$ cat config.mk
export PLATFORM = sky130hd
export DESIGN_NAME = zq_cal_sched
export DESIGN_NICKNAME = d
export VERILOG_FILES = /design/src/rtl/zqs_pkg.sv /design/src/rtl/zqs_interval_timer.sv /design/src/rtl/zqs_rank_debt.sv /design/src/rtl/zqs_window.sv /design/src/rtl/zq_cal_sched.sv
export SDC_FILE = /design/constraint.sdc
export NUM_CORES = 1
export LEC_CHECK = 0
export CAP_MARGIN = 15
export CORE_AREA = 2 2 57 59
export DETAILED_ROUTE_END_ITERATION = 8
export DIE_AREA = 0 0 59 61
export HOLD_SLACK_MARGIN = 0.15
export PLACE_DENSITY = 0.75
export RECOVER_POWER = 100
export SLEW_MARGIN = 25
export SYNTH_ARGS = -nofsm -noshare
export SYNTH_HDL_FRONTEND = slang
export SYNTH_SLANG_ARGS = --single-unit
$ cat constraint.sdc
create_clock -name clk -period 2.2 [get_ports clk]
set_input_delay 0.44 -clock clk [delete_from_list [all_inputs] [get_ports clk]]
set_output_delay 0.44 -clock clk [all_outputs]
set_load 0.005 [all_outputs]
$ cat src/rtl/zqs_pkg.sv
package zqs_pkg;

    typedef enum logic {
        ZQ_SHORT = 1'b0,
        ZQ_LONG  = 1'b1
    } zq_kind_e;

    typedef struct packed {
        logic     owe_long;
        logic     owe_short;
        logic     first_done;
    } rank_debt_t;

    function automatic int unsigned cnt_bits(input int unsigned maxval);
        return (maxval < 2) ? 1 : $clog2(maxval + 1);
    endfunction

endpackage

$ cat src/rtl/zqs_interval_timer.sv
module zqs_interval_timer #(
    parameter int unsigned PERIOD = 8192
) (
    input  logic clk,
    input  logic rst,
    output logic tick_o
);
    localparam int unsigned TW = zqs_pkg::cnt_bits(PERIOD);

    logic [TW-1:0] count_q;
    logic          at_end;

    assign at_end = (count_q == TW'(PERIOD - 1));
    assign tick_o = at_end;

    always_ff @(posedge clk) begin
        if (rst) begin
            count_q <= '0;
        end else if (at_end) begin
            count_q <= '0;
        end else begin
            count_q <= count_q + 1'b1;
        end
    end
endmodule

$ cat src/rtl/zqs_rank_debt.sv
module zqs_rank_debt
    import zqs_pkg::*;
(
    input  logic       clk,
    input  logic       rst,
    input  logic       sr_exit,
    input  logic       period_tick,
    input  logic       issue,
    input  zq_kind_e   issue_kind,
    output rank_debt_t debt_o
);
    rank_debt_t debt_q;

    always_ff @(posedge clk) begin
        if (rst) begin
            debt_q.owe_long   <= 1'b1;
            debt_q.owe_short  <= 1'b0;
            debt_q.first_done <= 1'b0;
        end else begin
            if (issue) begin
                debt_q.first_done <= 1'b1;
                debt_q.owe_long   <= 1'b0;
                debt_q.owe_short  <= 1'b0;
                if (issue_kind == ZQ_SHORT) begin
                    debt_q.owe_long <= debt_q.owe_long;
                end
            end
            if (sr_exit) begin
                debt_q.owe_long <= 1'b1;
            end
            if (period_tick) begin
                debt_q.owe_short <= 1'b1;
            end
        end
    end

    assign debt_o = debt_q;
endmodule

$ cat src/rtl/zqs_window.sv
module zqs_window #(
    parameter int unsigned WMAX = 512
) (
    input  logic                               clk,
    input  logic                               rst,
    input  logic                               load,
    input  logic [zqs_pkg::cnt_bits(WMAX)-1:0] length,
    output logic                               active_o
);
    localparam int unsigned CW = zqs_pkg::cnt_bits(WMAX);

    logic [CW-1:0] left_q;

    always_ff @(posedge clk) begin
        if (rst) begin
            left_q <= '0;
        end else if (load) begin
            left_q <= length;
        end else if (left_q != '0) begin
            left_q <= left_q - 1'b1;
        end
    end

    assign active_o = (left_q != '0);
endmodule

$ cat src/rtl/zq_cal_sched.sv
module zq_cal_sched
    import zqs_pkg::*;
#(
    parameter int unsigned NRANK   = 2,
    parameter int unsigned W_INIT  = 512,
    parameter int unsigned W_LONG  = 256,
    parameter int unsigned W_SHORT = 64,
    parameter int unsigned PERIOD  = 8192,
    localparam int unsigned RW     = (NRANK > 1) ? $clog2(NRANK) : 1
) (
    input  logic             clk,
    input  logic             rst,
    input  logic [NRANK-1:0] sr_exit_i,
    input  logic [NRANK-1:0] banks_idle_i,
    input  logic [NRANK-1:0] trp_met_i,
    input  logic             gnt_i,
    output logic             req_o,
    output logic             cmd_valid_o,
    output logic             cmd_long_o,
    output logic [RW-1:0]    cmd_rank_o,
    output logic             busy_o,
    output logic [NRANK-1:0] busy_rank_o,
    output logic [NRANK-1:0] cke_hold_o,
    output logic             odt_off_o,
    output logic             dq_hiz_o
);
    localparam int unsigned WMAX_A = (W_INIT > W_LONG) ? W_INIT : W_LONG;
    localparam int unsigned WMAX   = (WMAX_A > W_SHORT) ? WMAX_A : W_SHORT;
    localparam int unsigned CW     = cnt_bits(WMAX);

    logic             tick;
    rank_debt_t       debt [NRANK];
    logic [NRANK-1:0] eligible;
    logic [NRANK-1:0] issue_vec;
    logic [RW-1:0]    sel_rank;
    logic             sel_found;
    zq_kind_e         sel_kind;
    logic [CW-1:0]    sel_len;
    logic [RW-1:0]    act_rank_q;
    logic             win_active;
    logic             fire;

    zqs_interval_timer #(.PERIOD(PERIOD)) u_timer (
        .clk    (clk),
        .rst    (rst),
        .tick_o (tick)
    );

    for (genvar r = 0; r < NRANK; r++) begin : g_rank
        zqs_rank_debt u_debt (
            .clk         (clk),
            .rst         (rst),
            .sr_exit     (sr_exit_i[r]),
            .period_tick (tick),
            .issue       (issue_vec[r]),
            .issue_kind  (sel_kind),
            .debt_o      (debt[r])
        );
        assign eligible[r] = (debt[r].owe_long | debt[r].owe_short)
                             & banks_idle_i[r] & trp_met_i[r];
        assign issue_vec[r] = fire && (sel_rank == RW'(r));
    end

    always_comb begin
        sel_rank  = '0;
        sel_found = 1'b0;
        for (int r = NRANK - 1; r >= 0; r--) begin
            if (eligible[r]) begin
                sel_rank  = RW'(r);
                sel_found = 1'b1;
            end
        end
    end

    always_comb begin
        sel_kind = ZQ_SHORT;
        sel_len  = CW'(W_SHORT);
        for (int r = 0; r < NRANK; r++) begin
            if (sel_rank == RW'(r) && debt[r].owe_long) begin
                sel_kind = ZQ_LONG;
                sel_len  = debt[r].first_done ? CW'(W_LONG) : CW'(W_INIT);
            end
        end
    end

    zqs_window #(.WMAX(WMAX)) u_window (
        .clk      (clk),
        .rst      (rst),
        .load     (fire),
        .length   (sel_len),
        .active_o (win_active)
    );

    always_ff @(posedge clk) begin
        if (rst) begin
            act_rank_q <= '0;
        end else if (fire) begin
            act_rank_q <= sel_rank;
        end
    end

    assign req_o       = sel_found && !win_active;
    assign fire        = req_o && gnt_i;
    assign cmd_valid_o = fire;
    assign cmd_long_o  = (sel_kind == ZQ_LONG);
    assign cmd_rank_o  = sel_rank;
    assign busy_o      = win_active;
    assign odt_off_o   = win_active;
    assign dq_hiz_o    = win_active;

    always_comb begin
        busy_rank_o = '0;
        for (int r = 0; r < NRANK; r++) begin
            busy_rank_o[r] = win_active && (act_rank_q == RW'(r));
        end
    end

    assign cke_hold_o = busy_rank_o;
endmodule

==> results of run 1 <==
## power by group through the flow
stage	clock network [uW]	registers (uW)	logic, uW
after CTS	327	729	1100
after detailed placement	0	729	1030
final	322	730	1180
after global routing	349	742	1290
after global placement	0	723	987
after floorplan	0	723	646
## layout make-up
class | instances | share of cell area
Timing Repair Buffer | 51 | 0.2017
Clock buffer | 5 | 0.01851
Inverter | 7 | 0.01419
Tap cell | 33 | 0.02036
Sequential cell | 31 | 0.3072
Multi-Input combinational cell | 124 | 0.4306
Clock inverter | 3 | 0.007403
## routing by layer
layer	vias up	global-route usage	part of all wire
met5	-	0	0
met4	0	0.08117	0.011
met3	8	0.05330	0.036
met2	33	0.4444	0.54
met1	680	0.2425	0.42
li1	721	-	-
## placed cells by master (no fill, tap or decap), types with 6 or more instances in the layout
cell,count
dfxtp_1,29
buf_4,28
nor2_1,14
a21oi_1,11
o21ai_0,6
nand2_1,6
nand3_1,6
xor2_1,6
xnor2_1,6
nor3_1,6
clkdlybuf4s50_1,6
## worst min path at each step
stage	startpoint	cells past startpoint	endpoint	slack, ns
after floorplan	u_timer.count_q[0]	1	u_timer.count_q[0]	0.41
after global placement	u_timer.count_q[0]	1	u_timer.count_q[0]	0.42
after detailed placement	u_timer.count_q[0]	1	u_timer.count_q[0]	0.44
after CTS	u_timer.count_q[0]	1	u_timer.count_q[0]	0.46
after global routing	u_timer.count_q[0]	1	u_timer.count_q[0]	0.49
final	u_timer.count_q[0]	1	u_timer.count_q[0]	0.46
## worst max-delay path: stages, from the launching register on
cell and delay [ns]:
dfxtp_2 0.34, inv_2 0.07, ha_4 0.13, nor3b_4 0.18, and3_4 0.24, inv_4 0.04
buf_6 0.12, and2_4 0.15, clkbuf_2 0.10
## metrics by stage
stage / setup slack, ns / TNS, ns / total power [uW] / util / cells
after detailed placement: -0.1762 / -0.3524 / 1758 / 0.6356 / 236
after floorplan: 0.2711 / 0 / 1369 / - / 169
final: 0.06057 / 0 / 2234 / 0.6869 / 254
after global placement: -0.1634 / -0.3266 / 1710 / 0.6356 / 236
after CTS: -0.1161 / -0.3236 / 2156 / 0.6775 / 252
after global routing: -0.02554 / -0.1029 / 2381 / 0.6869 / 254
## sequential cells by signal, indices dropped and copies added, names as in the netlist
signal and count:
u_timer.count_q 14, u_window.left_q 10, g_rank.u_debt.debt_o 6, act_rank_q 1
## timing repair
action                                  CTS  global route
endpoints found under the setup margin   11             8
cloned                                    0             0
buffers inserted                          8             2
hold endpoints to repair                  0             0
resized for setup                        28            14
pin swaps                                 3             1
## cell families after synthesis
logic type      Yosys count
fa+ha+maj                 3
xor+xnor                 12
compound gates           42
mux                       2
buf+inv                  14
simple gates             65
flops                    31
==> results.md, run 1 <==
* Final Max Slew Viols at 0
* Final instance area at 0.002028 mm2
* Min-Delay Path Class: reg -> reg
* Initial antenna violation count at 0
* Post-synthesis mux area share at 0.01309
* # clock sinks at 31
* Setup violations, final at 0
* R2R setup slack at 0.38 ns
* Via count at 1442
* CTS Buf Count at 5
* Synth cell count leaders: dfxtp_1, nor2_1, a21oi_1
* Max_slew headroom at 0.4040
* Async SR Flop Fraction at 0
* Reg-to-reg startpoint: u_timer.count_q[0]
* Core area at 0.002953 mm2
* Die width at 59 um
* DR WL/cell at 14.72 um
* Synth Register Bits at 31
* Comb pwr share at 0.529
* Vias in the first global route at 1445
* Top post-synthesis cells by area: dfxtp_1, nor2_1, a21oi_1, xnor2_1, xor2_1
* Part of the power in the clock network at 0.144
* Ports at 20
* Tmin final at 2.139 ns
* Number of max-cap violations at 0
* Cell area power density at 1101 mW/mm2
* Sw Pwr at 814.8 uW
* First-pass GRT wire length at 6168 um
* Fin nets at 232
* Synth area leader: dfxtp_1
* Placed Area at 0.001877 mm2
* Fillers at 246
* Detailed-route DRC error count at 0
* Via density at 5.677
* Min Hold Slack at 0.4585 ns
* Critical register-to-register path endpoint: u_timer.count_q[3]
* Worst Max-Slew Pin Slew at 0.8941 ns
* Post-synth top area share at 0.4059
* CTS tree: yes
* Mean area per synthesized cell at 9.047 um2
* Synth unique cells at 45
* Critical path class: reg -> out
* Largest family of logic cells by synthesized area: simple AND/OR/NAND/NOR gates
* Area occupied by multi-input gates at 873.3 um2
* CP Launch Type: flop
* Power Internal at 1419 uW
* CP required at 1.76 ns
* CP max FO at 6
* CP endpoint: busy_rank_o[1]
* Clock-pin transition on the worst setup and hold timing paths at 0.11 ns
* 1st-iter DRT viols at 39
* Largest net degree at the start of global routing at 21
* Post-Syn Instances at 169
* EDFF count, synth at 0
* HPWL Detailed at 2623 um
* Root Driver: clkbuf_4
* Crit path arrival time at 1.70 ns
* Xor and xnor area share after synthesis at 0.06874
* Most used DFF post-synth: dfxtp_1
* Switching share of total power at 0.3648
* Layout area overhead at 32.65%
* Register area at 623.1 um2
* Post-synthesis sequential area ratio at 0.4059
* DR pass1 iterations at 4
* Final ANT Viol Nets at 0
* RSZ-0062 raised after global routing: yes
* Port Buffers at 19
* Critical path capture point type: output port
* Chip Height at 61 um
* Fin. Hold Viols at 0
* Die Area at 0.003599 mm2
* Clk Latency, worst-skew pair at 0.33 ns
* Grt total ovfl at 0
* FF-to-FF path depth at 5
* # rows at 20
* Post-route clock period utilization at 0.9725
* Most common cell in the netlist: dfxtp_1
* Synth warn at 0
* Placer Congestion at 0.9577
* Clock Skew at 0.009199 ns
* Flop pwr share at 0.327
* Max Freq at 467.4 MHz
* GRT Overall Usage at 0.2299
* Crit path launch: u_window.left_q[1]
* Syn Nets at 181
* Lkg Pwr at 0.0008157 uW
* Hold Buf Count CTS at 0
* Simple-gate share of the synthesized area at 0.2447
* Post-Synth Adder-Cell Area at 0.02455
* Synthesized cell area at 0.001529 mm2
* # H-tree levels at 2
* Share of cells above drive strength 1 at 0.2805
* Compound-cell area share of the yosys netlist at 0.1923
* Clk buf depth at 2
* Inserted Diodes at 0
* WL final at 3740 um
* Initial Util at 0.5178
* Run status: finished clean
* Worst VDD drop at 0.0004763 V
Note: power is estimated with default switching activity, not from simulation.
==> inputs of run 2 (changes only) <==
--- a/config.mk
+++ b/config.mk
@@ -11,7 +11,6 @@
 export DIE_AREA = 0 0 59 61
 export HOLD_SLACK_MARGIN = 0.15
 export PLACE_DENSITY = 0.75
-export RECOVER_POWER = 100
 export SLEW_MARGIN = 25
 export SYNTH_ARGS = -nofsm -noshare
 export SYNTH_HDL_FRONTEND = slang
==> run 2 against run 1 <==
  * Register-to-register slack better by 0.05 ns
  * Sequential power about the same
  * Combinational power about the same
  * Global-route usage unchanged
  * Wire length up 0.88%
  * Critical path depth unchanged
  * Via count up 0.90%
==> results.md, run 2 (synthesized netlist as in run 1, its figures left out) <==
* Run status: finished clean
* Detailed-route DRC error count at 0
* WHS Endpoint: u_timer.count_q[0]
* Tmin final at 2.140 ns
* Chip Height at 61 um
* CP max FO at 6
* DR pass1 iterations at 5
* Vias in the first global route at 1445
* Highest metal used: met4
* Placer Congestion at 0.9577
* Fin nets at 232
* Max_slew headroom at 0.6084
* Clock-pin transition on the worst setup and hold timing paths at 0.10 ns
* Leading cell types in the layout, fill and taps excluded: buf_4, dfxtp_1, nor2_1, a21oi_1, clkdlybuf4s50_1
* WHS Path Cells at 1
* Met2 wire len at 2020 um
* Final instance area at 0.002036 mm2
* Inserted Diodes at 0
* Ports at 20
* CP required at 1.76 ns
* # clock sinks at 31
* Worst slack, placed at -0.1762 ns
* Final ANT Viol Nets at 0
* CTS tree: yes
* Clock Skew at 0.006164 ns
* Crit path arrival time at 1.70 ns
* Initial Util at 0.5178
* Placed Area at 0.001877 mm2
* Min-Delay Path Class: reg -> reg
* # H-tree levels at 2
* First-pass GRT wire length at 6168 um
* Via density at 5.728
* Max Freq at 467.3 MHz
* Fillers at 244
* WL met1 at 1547 um
* Via count at 1455
* Root Driver: clkbuf_4
* GRT Overall Usage at 0.2299
* Port Buffers at 19
* Clk buf depth at 2
* RSZ-0062 raised after global routing: yes
* Core area at 0.002953 mm2
* Initial antenna violation count at 0
* Final Max Slew Viols at 0
* Biggest register: u_timer.count_q
* Lkg Pwr at 0.0008234 uW
* Grt total ovfl at 0
* Max reg flops at 14
* Total power at 2236 uW
* Final Worst Setup Slack at 0.06004 ns
* Layout area overhead at 33.14%
* Commonest non-fill, non-tap cell in the layout: buf_4
* Clk Latency, worst-skew pair at 0.33 ns
* 1st-iter DRT viols at 42
* Die width at 59 um
* Hold Startpoint: u_timer.count_q[0]
* DR WL/cell at 14.85 um
* Die Area at 0.003599 mm2
* Reg-to-reg startpoint: u_window.left_q[3]
* CTS Buf Count at 5
* HPWL Detailed at 2623 um
* Post-route clock period utilization at 0.9727
* CP Launch Type: flop
* Number of max-cap violations at 0
* Worst Max-Slew Pin Slew at 0.5839 ns
* R2R setup slack at 0.43 ns
* Layout Utilization at 0.6894
* Largest net degree at the start of global routing at 21
* Share of cells above drive strength 1 at 0.2896
* Critical path class: reg -> out
* FF-to-FF path depth at 5
* Setup violations, final at 0
* Critical register-to-register path endpoint: u_window.left_q[8]
* Met3 routed WL at 169 um
* WL final at 3773 um
* Cell area power density at 1099 mW/mm2
* Worst VDD drop at 0.0004764 V
* Critical path capture point type: output port
* Fin. Hold Viols at 0
* # rows at 20
[run 2: cell types whose count changed in the layout (fill, tap and decap cells not counted), sizes merged]
cell | previous run | this run
clkdlybuf4s50 | 6 | 7
dlygate4sd3 | 1 | 0
clkbuf | 10 | 8
buf | 31 | 33
[run 2: final cells by class]
cell class                 count  area [um2]  share of cell area
clock inverter                 3       15.01            0.007376
timing repair buffer          51       416.7              0.2047
clock buffer                   5       37.54             0.01844
inverter                       7       28.78             0.01414
sequential                    31       623.1              0.3061
multi-input combinational    124       873.3              0.4290
tap                           33       41.29             0.02028
[run 2: how the worst max path moves through the flow]
stage               cells past startpoint               start              to
floorplan                               8  u_window.left_q[0]   cke_hold_o[1]
global placement                        5     banks_idle_i[0]     cmd_valid_o
detailed placement                      5        trp_met_i[0]     cmd_valid_o
CTS                                     8  u_window.left_q[0]  busy_rank_o[1]
global route                            8  u_window.left_q[0]  busy_rank_o[1]
finish                                  8  u_window.left_q[1]  busy_rank_o[1]
[run 2: worst max-delay path, stage by stage (launching register included)]
cell,delay (ns)
dfxtp_2,0.34
inv_2,0.07
ha_4,0.13
nor3b_4,0.18
and3_4,0.24
inv_4,0.04
buf_6,0.12
and2_4,0.15
clkbuf_2,0.10
[run 2: per-layer routing]
| metal | track usage | vias up |
|---|---|---|
| li1 | - | 721 |
| met1 | 0.2425 | 681 |
| met2 | 0.4444 | 47 |
| met3 | 0.05330 | 6 |
| met4 | 0.08117 | 0 |
| met5 | 0 | - |
[run 2: per-stage QoR]
step                      hold slack [ns]  setup TNS [ns]  cells
after floorplan                    0.4130               0    169
after detailed placement           0.4397         -0.3524    236
after global routing               0.4851         -0.1032    254
after CTS                          0.4551         -0.3236    252
final                              0.4579               0    254
after global placement             0.4223         -0.3266    236
[run 2: repair_timing]
action                                  CTS  global route
resized for setup                        28            14
hold buffers                              0             0
endpoints found under the setup margin   11             8
buffers inserted                          8             2
pin swaps                                 3             1
gates cloned                              0             0
[run 2: power by group]
group	internal [uW]	switching, uW
Sequential	647	82.9
Clock	119	201
Combinational	656	531
